<file path="src/rtl/oneshot_pkg.sv">
package oneshot_pkg;

    typedef enum logic [1:0] {
        S_IDLE  = 2'd0,
        S_RUN   = 2'd1,
        S_CLEAR = 2'd2
    } os_state_e;

    localparam int IN_A   = 0;  // falling-edge trigger
    localparam int IN_B   = 1;  // rising-edge trigger
    localparam int IN_R   = 2;  // active-low clear
    localparam int NUM_IN = 3;

endpackage

</file>
<file path="src/rtl/os_sync.sv">
module os_sync #(
    parameter int N      = 3,
    parameter int STAGES = 2
) (
    input  logic         clk,
    input  logic         rst,
    input  logic [N-1:0] din,
    output logic [N-1:0] dout
);

    logic [N-1:0] stage_q [STAGES];

    for (genvar g = 0; g < STAGES; g++) begin : g_stage
        if (g == 0) begin : g_first
            always_ff @(posedge clk) begin
                if (rst) stage_q[g] <= '0;
                else     stage_q[g] <= din;
            end
        end else begin : g_next
            always_ff @(posedge clk) begin
                if (rst) stage_q[g] <= '0;
                else     stage_q[g] <= stage_q[g-1];
            end
        end
    end

    assign dout = stage_q[STAGES-1];

endmodule

</file>
<file path="src/rtl/os_trig_gate.sv">
module os_trig_gate
    import oneshot_pkg::*;
#(
    parameter int SETTLE = 3
) (
    input  logic              clk,
    input  logic              rst,
    input  logic [NUM_IN-1:0] lvl,
    output logic              go,
    output logic              clr_ok
);

    localparam int CW = $clog2(SETTLE + 1);

    logic [NUM_IN-1:0] prev_q;
    logic [CW-1:0]     settle_q;
    logic              ready;
    logic              fall_a, rise_b, rise_r;

    always_ff @(posedge clk) begin
        if (rst) begin
            prev_q   <= '0;
            settle_q <= '0;
        end else begin
            prev_q <= lvl;
            if (!ready) settle_q <= settle_q + CW'(1);
        end
    end

    always_comb begin
        ready  = (settle_q == CW'(SETTLE));
        fall_a = prev_q[IN_A] & ~lvl[IN_A];
        rise_b = ~prev_q[IN_B] & lvl[IN_B];
        rise_r = ~prev_q[IN_R] & lvl[IN_R];
        go     = ready & ((fall_a & lvl[IN_B] & lvl[IN_R]) |
                          (rise_b & ~lvl[IN_A] & lvl[IN_R]) |
                          (rise_r & ~lvl[IN_A] & lvl[IN_B]));
        clr_ok = lvl[IN_R];
    end

    AST_GO_NEEDS_CLEAR_HIGH: assert property (@(posedge clk) disable iff (rst)
        go |-> clr_ok);

endmodule

</file>
<file path="src/rtl/os_pulse_fsm.sv">
module os_pulse_fsm
    import oneshot_pkg::*;
#(
    parameter int WIDTH = 8
) (
    input  logic             clk,
    input  logic             rst,
    input  logic             go,
    input  logic             clr_ok,
    input  logic [WIDTH-1:0] width,
    output logic             run
);

    os_state_e        state_q, state_d;
    logic [WIDTH-1:0] cnt_q, cnt_d;
    logic             load_ok;

    always_ff @(posedge clk) begin
        if (rst) begin
            state_q <= S_IDLE;
            cnt_q   <= '0;
        end else begin
            state_q <= state_d;
            cnt_q   <= cnt_d;
        end
    end

    always_comb begin
        load_ok = go && (width != '0);
        state_d = state_q;
        cnt_d   = cnt_q;
        unique case (state_q)
            S_IDLE: begin
                if (!clr_ok) begin                // ABORT
                    state_d = S_CLEAR;
                end else if (load_ok) begin       // FIRE
                    state_d = S_RUN;
                    cnt_d   = width;
                end
            end
            S_RUN: begin
                if (!clr_ok) begin                // ABORT
                    state_d = S_CLEAR;
                    cnt_d   = '0;
                end else if (load_ok) begin       // EXTEND
                    cnt_d   = width;
                end else if (go || cnt_q == WIDTH'(1)) begin  // EXPIRE
                    state_d = S_IDLE;
                    cnt_d   = '0;
                end else begin
                    cnt_d   = cnt_q - WIDTH'(1);
                end
            end
            S_CLEAR: begin
                if (clr_ok) begin
                    if (load_ok) begin            // REARM
                        state_d = S_RUN;
                        cnt_d   = width;
                    end else begin                // RELEASE
                        state_d = S_IDLE;
                    end
                end
            end
            default: begin
                state_d = S_IDLE;
                cnt_d   = '0;
            end
        endcase
    end

    always_comb begin
        run = (state_q == S_RUN);
    end

    AST_CLEAR_ENTRY: assert property (@(posedge clk) disable iff (rst)
        !clr_ok |=> state_q == S_CLEAR);
    AST_ZERO_WIDTH: assert property (@(posedge clk) disable iff (rst)
        (state_q == S_IDLE && width == '0) |=> state_q != S_RUN);
    AST_RELOAD_FULL: assert property (@(posedge clk) disable iff (rst)
        (clr_ok && go && width != '0) |=> cnt_q == $past(width));
    AST_NO_GAP: assert property (@(posedge clk) disable iff (rst)
        (state_q == S_RUN && cnt_q == WIDTH'(1) && go && clr_ok && width != '0)
        |=> state_q == S_RUN);
    AST_RUN_COUNT_LIVE: assert property (@(posedge clk) disable iff (rst)
        state_q == S_RUN |-> cnt_q != '0);

endmodule

</file>
<file path="src/rtl/retrig_oneshot.sv">
module retrig_oneshot
    import oneshot_pkg::*;
#(
    parameter int WIDTH       = 8,
    parameter int SYNC_STAGES = 2
) (
    input  logic             clk,
    input  logic             rst,
    input  logic             trig_fall_n,
    input  logic             trig_rise,
    input  logic             clear_n,
    input  logic [WIDTH-1:0] pulse_width,
    output logic             q,
    output logic             q_n
);

    localparam int SETTLE = SYNC_STAGES + 1;

    logic [NUM_IN-1:0] raw_in, sync_in;
    logic              go, clr_ok, run;

    always_comb begin
        raw_in       = '0;
        raw_in[IN_A] = trig_fall_n;
        raw_in[IN_B] = trig_rise;
        raw_in[IN_R] = clear_n;
    end

    os_sync #(.N(NUM_IN), .STAGES(SYNC_STAGES)) u_sync (
        .clk  (clk),
        .rst  (rst),
        .din  (raw_in),
        .dout (sync_in)
    );

    os_trig_gate #(.SETTLE(SETTLE)) u_gate (
        .clk    (clk),
        .rst    (rst),
        .lvl    (sync_in),
        .go     (go),
        .clr_ok (clr_ok)
    );

    os_pulse_fsm #(.WIDTH(WIDTH)) u_fsm (
        .clk   (clk),
        .rst   (rst),
        .go    (go),
        .clr_ok(clr_ok),
        .width (pulse_width),
        .run   (run)
    );

    always_comb begin
        q   = run;
        q_n = ~run;
    end

    AST_RESET_QUIET: assert property (@(posedge clk)
        rst |=> !q);

endmodule

</file>
<file path="config.mk">
export PLATFORM = sky130hd
export DESIGN_NAME = retrig_oneshot
export DESIGN_NICKNAME = d
export VERILOG_FILES = /design/src/rtl/oneshot_pkg.sv /design/src/rtl/os_sync.sv /design/src/rtl/os_trig_gate.sv /design/src/rtl/os_pulse_fsm.sv /design/src/rtl/retrig_oneshot.sv
export SDC_FILE = /design/constraint.sdc
export NUM_CORES = 1
export LEC_CHECK = 0
export BUFFER_PORTS_ARGS = -buffer_cell sky130_fd_sc_hd__clkbuf_2
export CAP_MARGIN = 20
export CORE_MARGIN = 3
export CORE_UTILIZATION = 55
export CTS_BUF_LIST = sky130_fd_sc_hd__clkbuf_16
export DETAILED_ROUTE_END_ITERATION = 12
export PLACE_DENSITY = 0.86
export SYNTH_ARGS = -nofsm -noshare
export SYNTH_HDL_FRONTEND = slang
export SYNTH_SLANG_ARGS = --single-unit
</file>
<file path="constraint.sdc">
create_clock -name clk -period 2.2 [get_ports clk]
set_clock_uncertainty 0.2 [all_clocks]
set_input_delay 0.11 -clock clk [delete_from_list [all_inputs] [get_ports clk]]
set_output_delay 0.11 -clock clk [all_outputs]
set_load 0.05 [all_outputs]
</file>
# ---- Word-level counts from Yosys, hierarchy flattened
# Memory sizes are Yosys's and may differ from the RTL's.
# Cells that the tools add are included.
dict set report word_totals {
  n_memories 1
  ff_bits 15
  ramBits 6
  inputBits 13
}
# name words width rd rd_ports_with_merged_regs wr line
set memory_table {}
lappend memory_table {u_sync.stage_q 2 3 2 0 2 os_sync.sv:11} ;# logic [N-1:0] stage_q [STAGES];
dict set report classes {
  mux 19
  bitwise_logic 18
  n_eq_ne 10
  n_reduce_logical 7
  add_sub_neg 2
}
# operator count
set ops {}
lappend ops {{$mux 8} 5}
lappend ops {{$pmux 8 s2} 1}
lappend ops {{$mux 2} 6}
lappend ops {{$and 1x1->1} 10}
lappend ops {{$eq 8x1->1 const B} 1}
lappend ops {{$reduce_bool 8->1} 1}
lappend ops {{$sub 8x1->8 const B} 1}
lappend ops {{$mux 3} 2}
lappend ops {{$ne 3x2->1 const B} 2}
lappend ops {{$pmux 2 s3} 1}
lappend ops {{$eq 2x2->1 const B} 2}
lappend ops {{$mux 1} 4}
lappend ops {{$ne 2x1->1 const B} 2}
lappend ops {{$not 1->1} 4}
lappend ops {{$or 1x1->1} 4}
lappend ops {{$reduce_and 4->1} 1}
lappend ops {{$ne 3x3->1 const B} 1}
lappend ops {{$add 2x1->2 const B} 1}
lappend ops {{$eq 2x1->1 const B} 1}
lappend ops {{$logic_not 2->1} 1}
lappend ops {{$ne 2x2->1 const B} 1}
lappend ops {{$reduce_and 2->1} 1}
lappend ops {{$reduce_or 2->1} 1}
lappend ops {{$logic_and 1x1->1} 1}
lappend ops {{$logic_or 1x1->1} 1}

# ---- Longest topological paths before layout
# Gate-level depths: netlist of run 1.
# An unclocked memory read counts as a cell.
dict set report depth {
  word_depth 13
  depth_mapped 7
  mapped_depth_nobuf 6
}

# ---- Cells and area by module
# From an unflattened synthesis of run 1, not the netlist that was laid out.
dict set report hier_totals {
  hier_cells 124
  area_unflattened_um2 1116.1
}
# module instances area_per_inst_um2 seq_area_each_um2 cells_per_inst
set by_module_without_submodules {}
lappend by_module_without_submodules {os_pulse_fsm 1 770.7 200.2 94}
lappend by_module_without_submodules {os_trig_gate 1 183.9 100.1 17}
lappend by_module_without_submodules {os_sync 1 157.7 120.1 12}
lappend by_module_without_submodules {retrig_oneshot 1 3.8 0.0 1}

# ---- Worst setup path before layout of run 1
# Ideal clock, no wire load.
dict set report synth_path {
  path_kind {reg2reg}
  start {register u_fsm.state_q[1]}
  end {register u_fsm.cnt_q[1]}
  slack_ns -0.137
  required_ns 1.926
  stages_incl_launch_ff 7
  path_buffers 0
  arrival_ns 2.063
  synth_period_minus_slack_ns 2.337
  path_cell_list {dfxtp_1 -> nand2b_1 -> inv_1 -> nand2_1 -> or3_4 -> or2_0 -> a31oi_1}
}
dict set report synth_between {
  word_cells_on_any_way 8
}
# item line
set synth_rtl {}
lappend synth_rtl {{start: declaration} os_pulse_fsm.sv:14} ;# os_state_e state_q, state_d;
lappend synth_rtl {{start signal: assignment} os_pulse_fsm.sv:23} ;# state_q <= state_d;
lappend synth_rtl {{$eq 2x1->1} n/a}
lappend synth_rtl {{via q} retrig_oneshot.sv:13} ;# output logic q,
lappend synth_rtl {{$pmux 8 s2} os_pulse_fsm.sv:32} ;# unique case (state_q)
lappend synth_rtl {{end signal: assignment} os_pulse_fsm.sv:24} ;# cnt_q <= cnt_d;
lappend synth_rtl {{end: declaration} os_pulse_fsm.sv:15} ;# logic [WIDTH-1:0] cnt_q, cnt_d;
# The timed path passes the listed nets, and every way through them passes these cells.
# A chain may end at the register's enable or synchronous reset.

# ---- Worst setup path after layout of run 1
dict set report layout_path {
  start {input port pulse_width[0]}
  end {register u_fsm.cnt_q[1]}
}
dict set report layout_between {
  elab_chain_len 5
  word_cells_on_any_way 7
}
# item line
set layout_rtl {}
lappend layout_rtl {{start: declaration} retrig_oneshot.sv:12} ;# input logic [WIDTH-1:0] pulse_width,
lappend layout_rtl {{$reduce_bool 8->1 (*)} os_pulse_fsm.sv:29} ;# load_ok = go && (width != '0);
lappend layout_rtl {{$logic_and 1x1->1 (*)} os_pulse_fsm.sv:29}
lappend layout_rtl {{$mux 8} os_pulse_fsm.sv:45} ;# end else if (load_ok) begin
lappend layout_rtl {{$mux 8} os_pulse_fsm.sv:42} ;# if (!clr_ok) begin
lappend layout_rtl {{$pmux 8 s2} os_pulse_fsm.sv:32}
# Mark *: on every way between the ends. The rest lies on a longest branch, timed or not.

==> impl_results.md, run 1 <==
- Status: complete, no violations
- Delay of the slowest critical-path stage: 0.54 ns
- Post-Syn Area: 0.00109 mm²
- Rel. slew slack: 71.8%
- Buf/Inv on CP: 2
- Total Neg Setup Slack: 0 ns
- Crit path launch: pulse_width[0]
- Worst-path clk slew: 0.06 ns
- Crit end category: flip-flop
- CP Class: input pin to flip-flop
- Final WL: 2650 µm
- Mux cell area share after synthesis: 0.916%
- Syn Inst Count: 125
- Yosys cell types: 42
- Worst-skew pair later-pin latency: 0.25 ns
- Die span in y: 50.6 µm
- Max Slew Vio Count: 0
- Most common flop cell mapped by yosys: dfxtp_1
- CTS Buf Count: 3
- Avg Cell Area, Syn: 8.74 µm²
- Initial core utilization: 60.6%
- Grt total ovfl: 0
- R2R Path Start: u_gate.settle_q[0]$_SDFFE_PP0P_
- Met2 Wirelength: 1260 µm
- IR drop worst, VDD: 630 µV
- CP cell instances: dlygate4sd3_1 -> clkbuf_2 -> nor4_4 -> nand2_1 -> and2_2 -> o311ai_0 -> a31oi_1
- Synth Area in Compound Gates: 22.1%
- Hold_sp: pulse_width[1]
- H-tree Lvls: 1
- Final period demand of the worst path: 2.09 ns
- GRT Total Usage: 23.2%
- Post-synth ARST share: 0%
- Simple-Gate Fraction of Synth Area: 27.8%
- Leading area contributor after synthesis: dfxtp_1
- Crit path DAT: 2.02 ns
- Final HPWL DP: 1810 µm
- Largest net degree at the start of global routing: 22
- Root buffer selected by CTS: clkbuf_16
- Seq/Total Area, Yosys: 38.5%
- Drt pass-1 iters: 4
- Final setup viols: 0
- Delay-heaviest family, CP: simple AND/OR/NAND/NOR gates
- Placed cell count: 160
- Main combinational cell family by area after synthesis: simple AND/OR/NAND/NOR gates
- CORE AREA: 0.00180 mm²
- Max frequency: 478 MHz
- CP Launch Type: input pin
- Vias in the first global route: 1057
- Area delta synth->final: 21.9%
- I/O Pins: 15
- Port Buf Inserts: 14
- Routed met3 length: 244 µm
- Commonest cells after routing, fill and taps aside: 21 x dfxtp_1, 14 x clkbuf_2, 9 x nor2b_1
- Worst Path Required: 2.13 ns
- FF+latch count, synth: 21
- Actual slew at the worst max-slew pin: 0.422 ns
- Final Core Density: 73.9%
- Yosys Warn Count: 0
- CTS Buffer Depth: 2
- WL/cell: 15.7 µm
- # diodes: 0
- DRC: 0
- Initial antenna violation count: 0
- Antenna viol nets, final: 0
- Highest net fanout along the worst path: 10
- TritonCTS clock tree: built
- Initial drt markers: 44
- Maxcap violations: 0
- Post-Synth Adder-Cell Area: 3.44%
- Worst path slowest cell: dlygate4sd3_1
- Final worst path period share: 95.0%
- Synth top area share: 38.5%
- P_leak: 0.554 nW
- First-pass GRT wire length: 4420 µm
- Syn_nets: 141
- Max Used Layer: met4
- M1 WL: 1070 µm
- Via Count: 1016
- Post-Synth XOR/XNOR Area: 1.60%
- Routability cong.: 0.901
- Area contributors post-synth: dfxtp_1 38%, nor2b_1 5.2%, ha_1 3.4%, o21ai_0 2.7%, o21a_1 2.7%
- # rows: 15
- Die X: 50.6 µm
- Endpoints failing hold: 0
- Final non-filler cell total: 169
- Net count, final: 161
- Hold Crit Class: input pin to flip-flop
- Vias per cell: 6.01
- Layout cells sized above 1: 20.1%
- Pwr Density: 651 mW/mm²
- Commonest non-fill, non-tap cell in the layout: dfxtp_1
- Post-synth EDFFs: 0
- Die Area: 0.00256 mm²
- Clock Sinks: 21
-- metrics by stage --
stage / hold slack, ns / setup WS (ns) / power [mW] / instance area (µm²)
detailed placement: 0.126 / 0.217 / 0.476 / 1180
floorplan: 0.0382 / 0.142 / 0.454 / 1100
global placement: 0.124 / 0.291 / 0.472 / 1180
CTS: 0.0387 / 0.0232 / 0.865 / 1310
finish: 0.0715 / 0.109 / 0.867 / 1330
global route: 0.0843 / -0.0113 / 0.897 / 1330
-- where the power goes --
part / leakage [nW] / internal [mW] / total [mW] / switching [mW]
Combinational: 0.345 / 0.0368 / 0.0727 / 0.0359
Clock: 0.0371 / 0.246 / 0.386 / 0.140
Sequential: 0.172 / 0.397 / 0.408 / 0.0107
Total: 0.554 / 0.680 / 0.867 / 0.187
-- cell type report --
class                           instances  area (µm²)
Clock inverter                          1        7.51
Multi-Input combinational cell         92         636
Tap cell                               25        31.3
Inverter                                6        26.3
Timing Repair Buffer                   21         135
Fill cell                             121         470
Sequential cell                        21         420
Clock buffer                            3        75.1
-- routing by layer --
layer	vias up	GRT usage [%]
li1	497	-
met1	455	25.4
met2	54	37.8
met3	10	9.79
met4	0	12.6
met5	-	0
-- cell usage after synthesis, types with 2 or more instances --
| master | number |
|---|---|
| or3_1 | 3 |
| a31oi_1 | 3 |
| nor3_1 | 4 |
| nand2_1 | 7 |
| nor4_1 | 4 |
| o21a_1 | 4 |
| xor2_1 | 2 |
| nor2b_1 | 9 |
| and3_1 | 3 |
| inv_1 | 6 |
| nor2_1 | 7 |
| and2_1 | 2 |
| o21ai_0 | 6 |
| buf_6 | 2 |
| a211oi_1 | 2 |
| dfxtp_1 | 21 |
| ha_1 | 3 |
| o211ai_1 | 2 |
| nand3b_1 | 2 |
| nand2b_1 | 3 |
| clkbuf_1 | 3 |
| nand3_1 | 3 |
| a21oi_1 | 3 |
| o311ai_0 | 2 |
| o211a_1 | 2 |
-- state kept, by name, indices dropped and copies added (netlist names) --
name	cells
u_fsm.state_q	2
u_sync.stage_q	6
u_gate.prev_q	3
u_gate.settle_q	2
u_fsm.cnt_q	8
-- what timing repair did --
| action | in CTS | in global routing |
|---|---|---|
| endpoints found under the hold margin | 5 | 0 |
| setup endpoints to repair | 0 | 4 |
| hold buffers | 5 | 0 |
| resized for setup | 0 | 4 |
| buffers inserted | 0 | 0 |
-- worst register-to-register path, cell delays in order, from the launching register on --
cell	delay, ns
dfxtp_1	0.32
ha_1	0.24
and4b_1	0.21
and2_4	0.18
or3_4	0.39
or2_0	0.21
a31oi_1	0.16
-- final timing paths --
kind / endpoint / slack [ns] / cells after the start
max: u_fsm.cnt_q[1]$_SDFFE_PP0P_ / 0.11 / 7
min: u_fsm.cnt_q[1]$_SDFFE_PP0P_ / 0.07 / 3
max reg2reg: u_fsm.cnt_q[1]$_SDFFE_PP0P_ / 0.21 / 6
min reg2reg: u_sync.stage_q[1][2]$_SDFF_PP0_ / 0.26 / 1
-- cells by family after synthesis --
group / count (synthesis)
buffers and inverters: 12
multiplexers: 1
XOR/XNOR: 2
AO/OA/AOI/OAI: 33
AND/OR/NAND/NOR: 53
flip-flops: 21
adder cells (fa/ha/maj): 3
Note: power is estimated with default switching activity, not from simulation.
==> run 2: changes to the inputs <==
--- a/config.mk
+++ b/config.mk
@@ -5,13 +5,13 @@
 export SDC_FILE = /design/constraint.sdc
 export NUM_CORES = 1
 export LEC_CHECK = 0
-export BUFFER_PORTS_ARGS = -buffer_cell sky130_fd_sc_hd__clkbuf_2
 export CAP_MARGIN = 20
 export CORE_MARGIN = 3
-export CORE_UTILIZATION = 55
+export CORE_UTILIZATION = 60
 export CTS_BUF_LIST = sky130_fd_sc_hd__clkbuf_16
 export DETAILED_ROUTE_END_ITERATION = 12
-export PLACE_DENSITY = 0.86
+export DONT_BUFFER_PORTS = 1
+export PLACE_DENSITY = 0.85
 export SYNTH_ARGS = -nofsm -noshare
 export SYNTH_HDL_FRONTEND = slang
 export SYNTH_SLANG_ARGS = --single-unit
==> run 2 against run 1 <==
Against the previous run: maximum frequency grew 4.9%; wire length is 3.1% higher; cell area is 1.0% lower; power decreased by 0.89%; global-route usage grew 2.0 points; sequential share of layout area rose by 0.33 points; core utilization is 7.9 points higher; non-clock buffer count fell by 5; first-iteration DRC count decreased by 6.8%; register-to-register slack about the same; flip-flop and latch count unchanged; critical path type is now flip-flop to flip-flop.
==> impl_results.md, run 2 (synthesis gave the netlist of run 1 again) <==
- Grt total ovfl: 0 (unchanged)
- Final setup viols: 0 (unchanged)
- Actual slew at the worst max-slew pin: 0.663 ns (was 0.422 ns)
- WL/cell: 16.8 µm (was 15.7 µm)
- GRT Total Usage: 25.2% (was 23.2%)
- Flop pwr share: 47.4% (was 47.1%)
- Setup slack at placement: 0.236 ns (was 0.217 ns)
- Hold Crit Class: input pin to flip-flop (unchanged)
- Clock Sinks: 21 (unchanged)
- Worst Path Required: 2.18 ns (was 2.13 ns)
- RSZ-0062 raised after global routing: false
- Maxcap violations: 0 (unchanged)
- CP Launch Type: flip-flop (was input pin)
- Largest net degree at the start of global routing: 19 (was 22)
- Hold Slack: 0.00808 ns (was 0.0715 ns)
- Max frequency: 502 MHz (was 478 MHz)
- Routability cong.: 0.910 (was 0.901)
- Final worst path period share: 90.6% (was 95.0%)
- Sw frac: 21.1% (was 21.6%)
- Int Pwr: 0.678 mW (was 0.680 mW)
- Rel. slew slack: 55.6% (was 71.8%)
- Commonest non-fill, non-tap cell in the layout: dfxtp_1 (unchanged)
- IR drop worst, VDD: 682 µV (was 630 µV)
- Register name with the most flops: u_fsm.cnt_q (unchanged)
- Total Neg Setup Slack: 0 ns (unchanged)
- Post-CTS Resized: 0 (unchanged)
- Initial antenna violation count: 0 (unchanged)
- Antenna viol nets, final: 0 (unchanged)
- First-pass GRT wire length: 4620 µm (was 4420 µm)
- Via Count: 1006 (was 1016)
- RR Endpoint: u_fsm.cnt_q[1]$_SDFFE_PP0P_ (unchanged)
- Post-CTS Setup Bufs: 0 (unchanged)
- Final WL: 2730 µm (was 2650 µm)
- Highest net fanout along the worst path: 11 (was 10)
- Clock Power Share: 44.8% (was 44.6%)
- Root buffer selected by CTS: clkbuf_16 (unchanged)
- CORE AREA: 0.00161 mm² (was 0.00180 mm²)
- Final WS setup: 0.207 ns (was 0.109 ns)
- Hold_sp: rst (was pulse_width[1])
- Final period demand of the worst path: 1.99 ns (was 2.09 ns)
- CTS Buf Count: 3 (unchanged)
- Largest regs: u_fsm.cnt_q: 8 flops, u_sync.stage_q: 6 flops, u_gate.prev_q: 3 flops (unchanged)
- Status: complete, no violations (unchanged)
- Worst-path clk slew: 0.06 ns (about the same)
- Final non-filler cell total: 163 (was 169)
- CTS Hold Bufs: 11 (was 5)
- FF-to-FF setup slack: 0.21 ns (about the same)
- P_leak: 0.536 nW (was 0.554 nW)
- # diodes: 0 (unchanged)
- R2R Path Start: u_gate.settle_q[0]$_SDFFE_PP0P_ (unchanged)
- Vias in the first global route: 988 (was 1057)
- Die span in y: 48.7 µm (was 50.6 µm)
- Final HPWL DP: 1870 µm (was 1810 µm)
- H-tree Lvls: 1 (unchanged)
- Layout cells sized above 1: 10.8% (was 20.1%)
- Die Area: 0.00237 mm² (was 0.00256 mm²)
- TritonCTS clock tree: built (unchanged)
- Pwr Density: 652 mW/mm² (was 651 mW/mm²)
- Logic pwr share: 7.8% (was 8.4%)
- # rows: 14 (was 15)
- CTS Buffer Depth: 2 (unchanged)
- Port Buf Inserts: 0 (was 14)
- P_sw: 0.181 mW (was 0.187 mW)
- Drt pass-1 iters: 4 (unchanged)
- Initial drt markers: 41 (was 44)
- Worst-skew pair later-pin latency: 0.25 ns (about the same)
- Area delta synth->final: 20.6% (was 21.9%)
- Crit path DAT: 1.97 ns (was 2.02 ns)
- DRC: 0 (unchanged)
- Initial core utilization: 67.8% (was 60.6%)
- Vias per cell: 6.17 (was 6.01)
- I/O Pins: 15 (unchanged)
- Net count, final: 156 (was 161)
- Max reg flops: 8 (unchanged)
- CP Class: flip-flop to flip-flop (was input pin to flip-flop)
- Die X: 48.7 µm (was 50.6 µm)
- Max Slew Vio Count: 0 (unchanged)
- Worst reg2reg path depth: 6 (unchanged)
- Hold Path Cell Cnt: 3 (unchanged)
- Placed cell count: 148 (was 160)
- Crit end category: flip-flop (unchanged)
- Hold path endpoint: u_fsm.cnt_q[3]$_SDFFE_PP0P_ (was u_fsm.cnt_q[1]$_SDFFE_PP0P_)
- Endpoints failing hold: 0 (unchanged)
- Commonest cells after routing, fill and taps aside: 21 x dfxtp_1, 11 x dlygate4sd3_1, 9 x nor2b_1 (was 21 x dfxtp_1, 14 x clkbuf_2, 9 x nor2b_1)
==> run 2: cell types whose count changed in the layout (fill, tap and decap cells not counted), sizes merged <==
cell | previous run | this run
clkbuf | 17 | 3
dlygate4sd3 | 5 | 11
buf | 2 | 5
clkinv | 0 | 1
clkinvlp | 2 | 1
==> run 2: final cells by class <==
class                           count  area [µm²]
Multi-Input combinational cell     92         613
Timing Repair Buffer               16         148
Clock inverter                      1        5.00
Fill cell                         113         294
Clock buffer                        3        75.1
Tap cell                           24        30.0
Inverter                            6        26.3
Sequential cell                    21         420
==> run 2: through the flow <==
stage | cell area [µm²] | total power [mW] | utilization (%)
after CTS | 1320 | 0.858 | 81.8
after global placement | 1130 | 0.455 | 70.0
after detailed placement | 1130 | 0.460 | 70.0
after global routing | 1320 | 0.888 | 81.8
final | 1320 | 0.859 | 81.8
after floorplan | 1100 | 0.454 | -
==> run 2: routing by layer <==
metal  part of all wire [%]  vias to the layer above  GRT usage (%)
met5                      0                        -              0
li1                       -                      484              -
met3                     11                        7           7.06
met1                     44                      450           34.3
met4                    1.5                        0           8.53
met2                     43                       65           38.0
==> run 2: critical path, stage by stage (launching register included) <==
cell and delay [ns]:
dfxtp_1 0.32, ha_1 0.25, and4b_1 0.21, and2_4 0.18, or3_4 0.39, or2_0 0.21, a31oi_1 0.16
==> run 2: power by group through the flow <==
stage                     logic, mW  registers [mW]  clock network (mW)
after global placement       0.0415           0.414                   0
after detailed placement     0.0449           0.415                   0
after CTS                    0.0673           0.407               0.383
final                        0.0672           0.407               0.385
after floorplan              0.0419           0.412                   0
after global routing         0.0732           0.408               0.406
==> run 2: worst max-delay path by stage <==
stage                                    start                          end  cells after the start
2_1_floorplan    u_fsm.state_q[1]$_SDFFE_PP0P_  u_fsm.cnt_q[2]$_SDFFE_PP0P_                      6
3_3_place_gp   u_gate.settle_q[0]$_SDFFE_PP0P_  u_fsm.cnt_q[7]$_SDFFE_PP0P_                      6
3_5_place_dp   u_gate.settle_q[0]$_SDFFE_PP0P_  u_fsm.cnt_q[1]$_SDFFE_PP0P_                      6
4_1_cts        u_gate.settle_q[0]$_SDFFE_PP0P_  u_fsm.cnt_q[1]$_SDFFE_PP0P_                      6
5_1_grt        u_gate.settle_q[0]$_SDFFE_PP0P_  u_fsm.cnt_q[4]$_SDFFE_PP0P_                      6
6_report       u_gate.settle_q[0]$_SDFFE_PP0P_  u_fsm.cnt_q[1]$_SDFFE_PP0P_                      6
==> run 3: changes to the inputs <==
--- a/config.mk
+++ b/config.mk
@@ -6,7 +6,7 @@
 export NUM_CORES = 1
 export LEC_CHECK = 0
 export CAP_MARGIN = 20
-export CORE_MARGIN = 3
+export CORE_MARGIN = 2
 export CORE_UTILIZATION = 60
 export CTS_BUF_LIST = sky130_fd_sc_hd__clkbuf_16
 export DETAILED_ROUTE_END_ITERATION = 12
==> run 3 against run 2 <==
Against the previous run: the flow now finishes with violations (negative hold slack); clock power increased by 3%; register-to-register slack lost 0.04 ns; critical path type unchanged; via count decreased by 0.20%; highest routed layer unchanged; flip-flop and latch count unchanged.
==> impl_results.md, run 3 (synthesis gave the netlist of run 1 again) <==
- Status: complete, but fails checks (was complete, no violations)
- Failing checks: negative hold slack
- Worst Path Required: 2.21 ns (was 2.18 ns)
- R2R Path Start: u_gate.settle_q[0]$_SDFFE_PP0P_ (unchanged)
- Actual slew at the worst max-slew pin: 0.624 ns (was 0.663 ns)
- Vias in the first global route: 974 (was 988)
- Routability cong.: 0.899 (was 0.910)
- DRC: 0 (unchanged)
- Final setup viols: 0 (unchanged)
- CORE AREA: 0.00173 mm² (was 0.00161 mm²)
- Setup slack at placement: 0.191 ns (was 0.236 ns)
- Die span in y: 46.7 µm (was 48.7 µm)
- Total Neg Setup Slack: 0 ns (unchanged)
- Hold_sp: rst (unchanged)
- WL/cell: 16.0 µm (was 16.8 µm)
- Final Core Density: 75.9% (was 81.8%)
- Max Slew Vio Count: 0 (unchanged)
- Initial antenna violation count: 0 (unchanged)
- Die X: 46.7 µm (was 48.7 µm)
- Final WS setup: 0.166 ns (was 0.207 ns)
- Register name with the most flops: u_fsm.cnt_q (unchanged)
- Placed cell count: 149 (was 148)
- Antenna viol nets, final: 0 (unchanged)
- Die Area: 0.00218 mm² (was 0.00237 mm²)
- Largest net degree at the start of global routing: 19 (unchanged)
- First-pass GRT wire length: 4330 µm (was 4620 µm)
- CP Launch Type: flip-flop (unchanged)
- Final HPWL DP: 1820 µm (was 1870 µm)
- Initial core utilization: 63.3% (was 67.8%)
- Max reg flops: 8 (unchanged)
- # rows: 15 (was 14)
- Initial drt markers: 39 (was 41)
- Crit path DAT: 2.04 ns (was 1.97 ns)
- Vias per cell: 6.16 (was 6.17)
- GRT Total Usage: 29.1% (was 25.2%)
- Via Count: 1004 (was 1006)
- CTS Buffer Depth: 2 (unchanged)
- Crit end category: flip-flop (unchanged)
- Commonest non-fill, non-tap cell in the layout: dfxtp_1 (unchanged)
- Largest regs: u_fsm.cnt_q: 8 flops, u_sync.stage_q: 6 flops, u_gate.prev_q: 3 flops (unchanged)
- Drt pass-1 iters: 4 (unchanged)
- I/O Pins: 15 (unchanged)
- Final worst path period share: 92.5% (was 90.6%)
- Pwr Density: 660 mW/mm² (was 652 mW/mm²)
- Final non-filler cell total: 163 (unchanged)
- Rel. slew slack: 58.3% (was 55.6%)
- Final Instance Area: 0.00131 mm² (was 0.00132 mm²)
- Net count, final: 155 (was 156)
- Worst-skew pair later-pin latency: 0.26 ns (was 0.25 ns)
- Area delta synth->final: 20.0% (was 20.6%)
- Endpoints failing hold: 1 (was 0)
- Worst-path clk slew: 0.06 ns (about the same)
- Final period demand of the worst path: 2.03 ns (was 1.99 ns)
- Root buffer selected by CTS: clkbuf_16 (unchanged)
- Hold Slack: -0.0000849 ns (was 0.00808 ns)
- Power Total: 0.865 mW (was 0.859 mW)
- Layout cells sized above 1: 10.9% (was 10.8%)
- Hold Crit Class: input pin to flip-flop (unchanged)
- Highest net fanout along the worst path: 11 (unchanged)
- P_leak: 0.528 nW (was 0.536 nW)
- RSZ-0062 raised after global routing: false (unchanged)
- CP Class: flip-flop to flip-flop (unchanged)
- Port Buf Inserts: 0 (unchanged)
- H-tree Lvls: 1 (unchanged)
- IR drop worst, VDD: 576 µV (was 682 µV)
- Placed inst area: 0.00113 mm² (about the same)
- Grt total ovfl: 0 (unchanged)
- Clock Sinks: 21 (unchanged)
- Crit path launch: u_gate.settle_q[0]$_SDFFE_PP0P_ (unchanged)
- # diodes: 0 (unchanged)
- CTS Buf Count: 3 (unchanged)
- Max frequency: 492 MHz (was 502 MHz)
- Final WL: 2600 µm (was 2730 µm)
- Maxcap violations: 0 (unchanged)
- TritonCTS clock tree: built (unchanged)
- Commonest cells after routing, fill and taps aside: 21 x dfxtp_1, 10 x dlygate4sd3_1, 9 x nor2b_1 (was 21 x dfxtp_1, 11 x dlygate4sd3_1, 9 x nor2b_1)
-- run 3: path summary, 6_finish.rpt --
kind | slack, ns | endpoint | cells past startpoint
setup / recovery | 0.17 | u_fsm.cnt_q[4]$_SDFFE_PP0P_ | 6
hold / removal | -0.00008 | u_fsm.cnt_q[3]$_SDFFE_PP0P_ | 3
setup reg to reg | 0.17 | u_fsm.cnt_q[4]$_SDFFE_PP0P_ | 6
hold reg to reg | 0.24 | u_sync.stage_q[1][2]$_SDFF_PP0_ | 1
-- run 3: cell type report --
class,count,area [µm²]
Multi-Input combinational cell,92,613
Sequential cell,21,420
Fill cell,126,415
Timing Repair Buffer,15,138
Clock buffer,3,75.1
Tap cell,25,31.3
Inverter,6,26.3
Clock inverter,1,7.51
-- run 3: metal layers --
layer	global-route usage (%)	up-vias	share of wire, %	wire length [µm]
met2	49.4	23	51	1320
met1	33.4	492	43	1110
met5	0	-	0	0
met4	12.8	0	2.5	65
met3	8.63	7	3.7	97
li1	-	482	-	-
-- run 3: power breakdown --
part           switching, mW  total, mW  internal [mW]
Combinational         0.0281     0.0632         0.0351
Clock                  0.148      0.395          0.246
Sequential            0.0101      0.407          0.397
-- run 3: worst max-delay path, cell delays in order, from the launching register on --
cell and delay (ns):
dfxtp_1 0.35, ha_1 0.22, and4b_1 0.24, and2_4 0.21
o2111ai_1 0.19, o311ai_0 0.38, o211a_1 0.20
-- run 3: repair_timing --
| action | in CTS | in global routing |
|---|---|---|
| setup buffers | 0 | 0 |
| hold endpoints to repair | 21 | 0 |
| gates resized for setup | 0 | 0 |
| hold buffers | 10 | 0 |
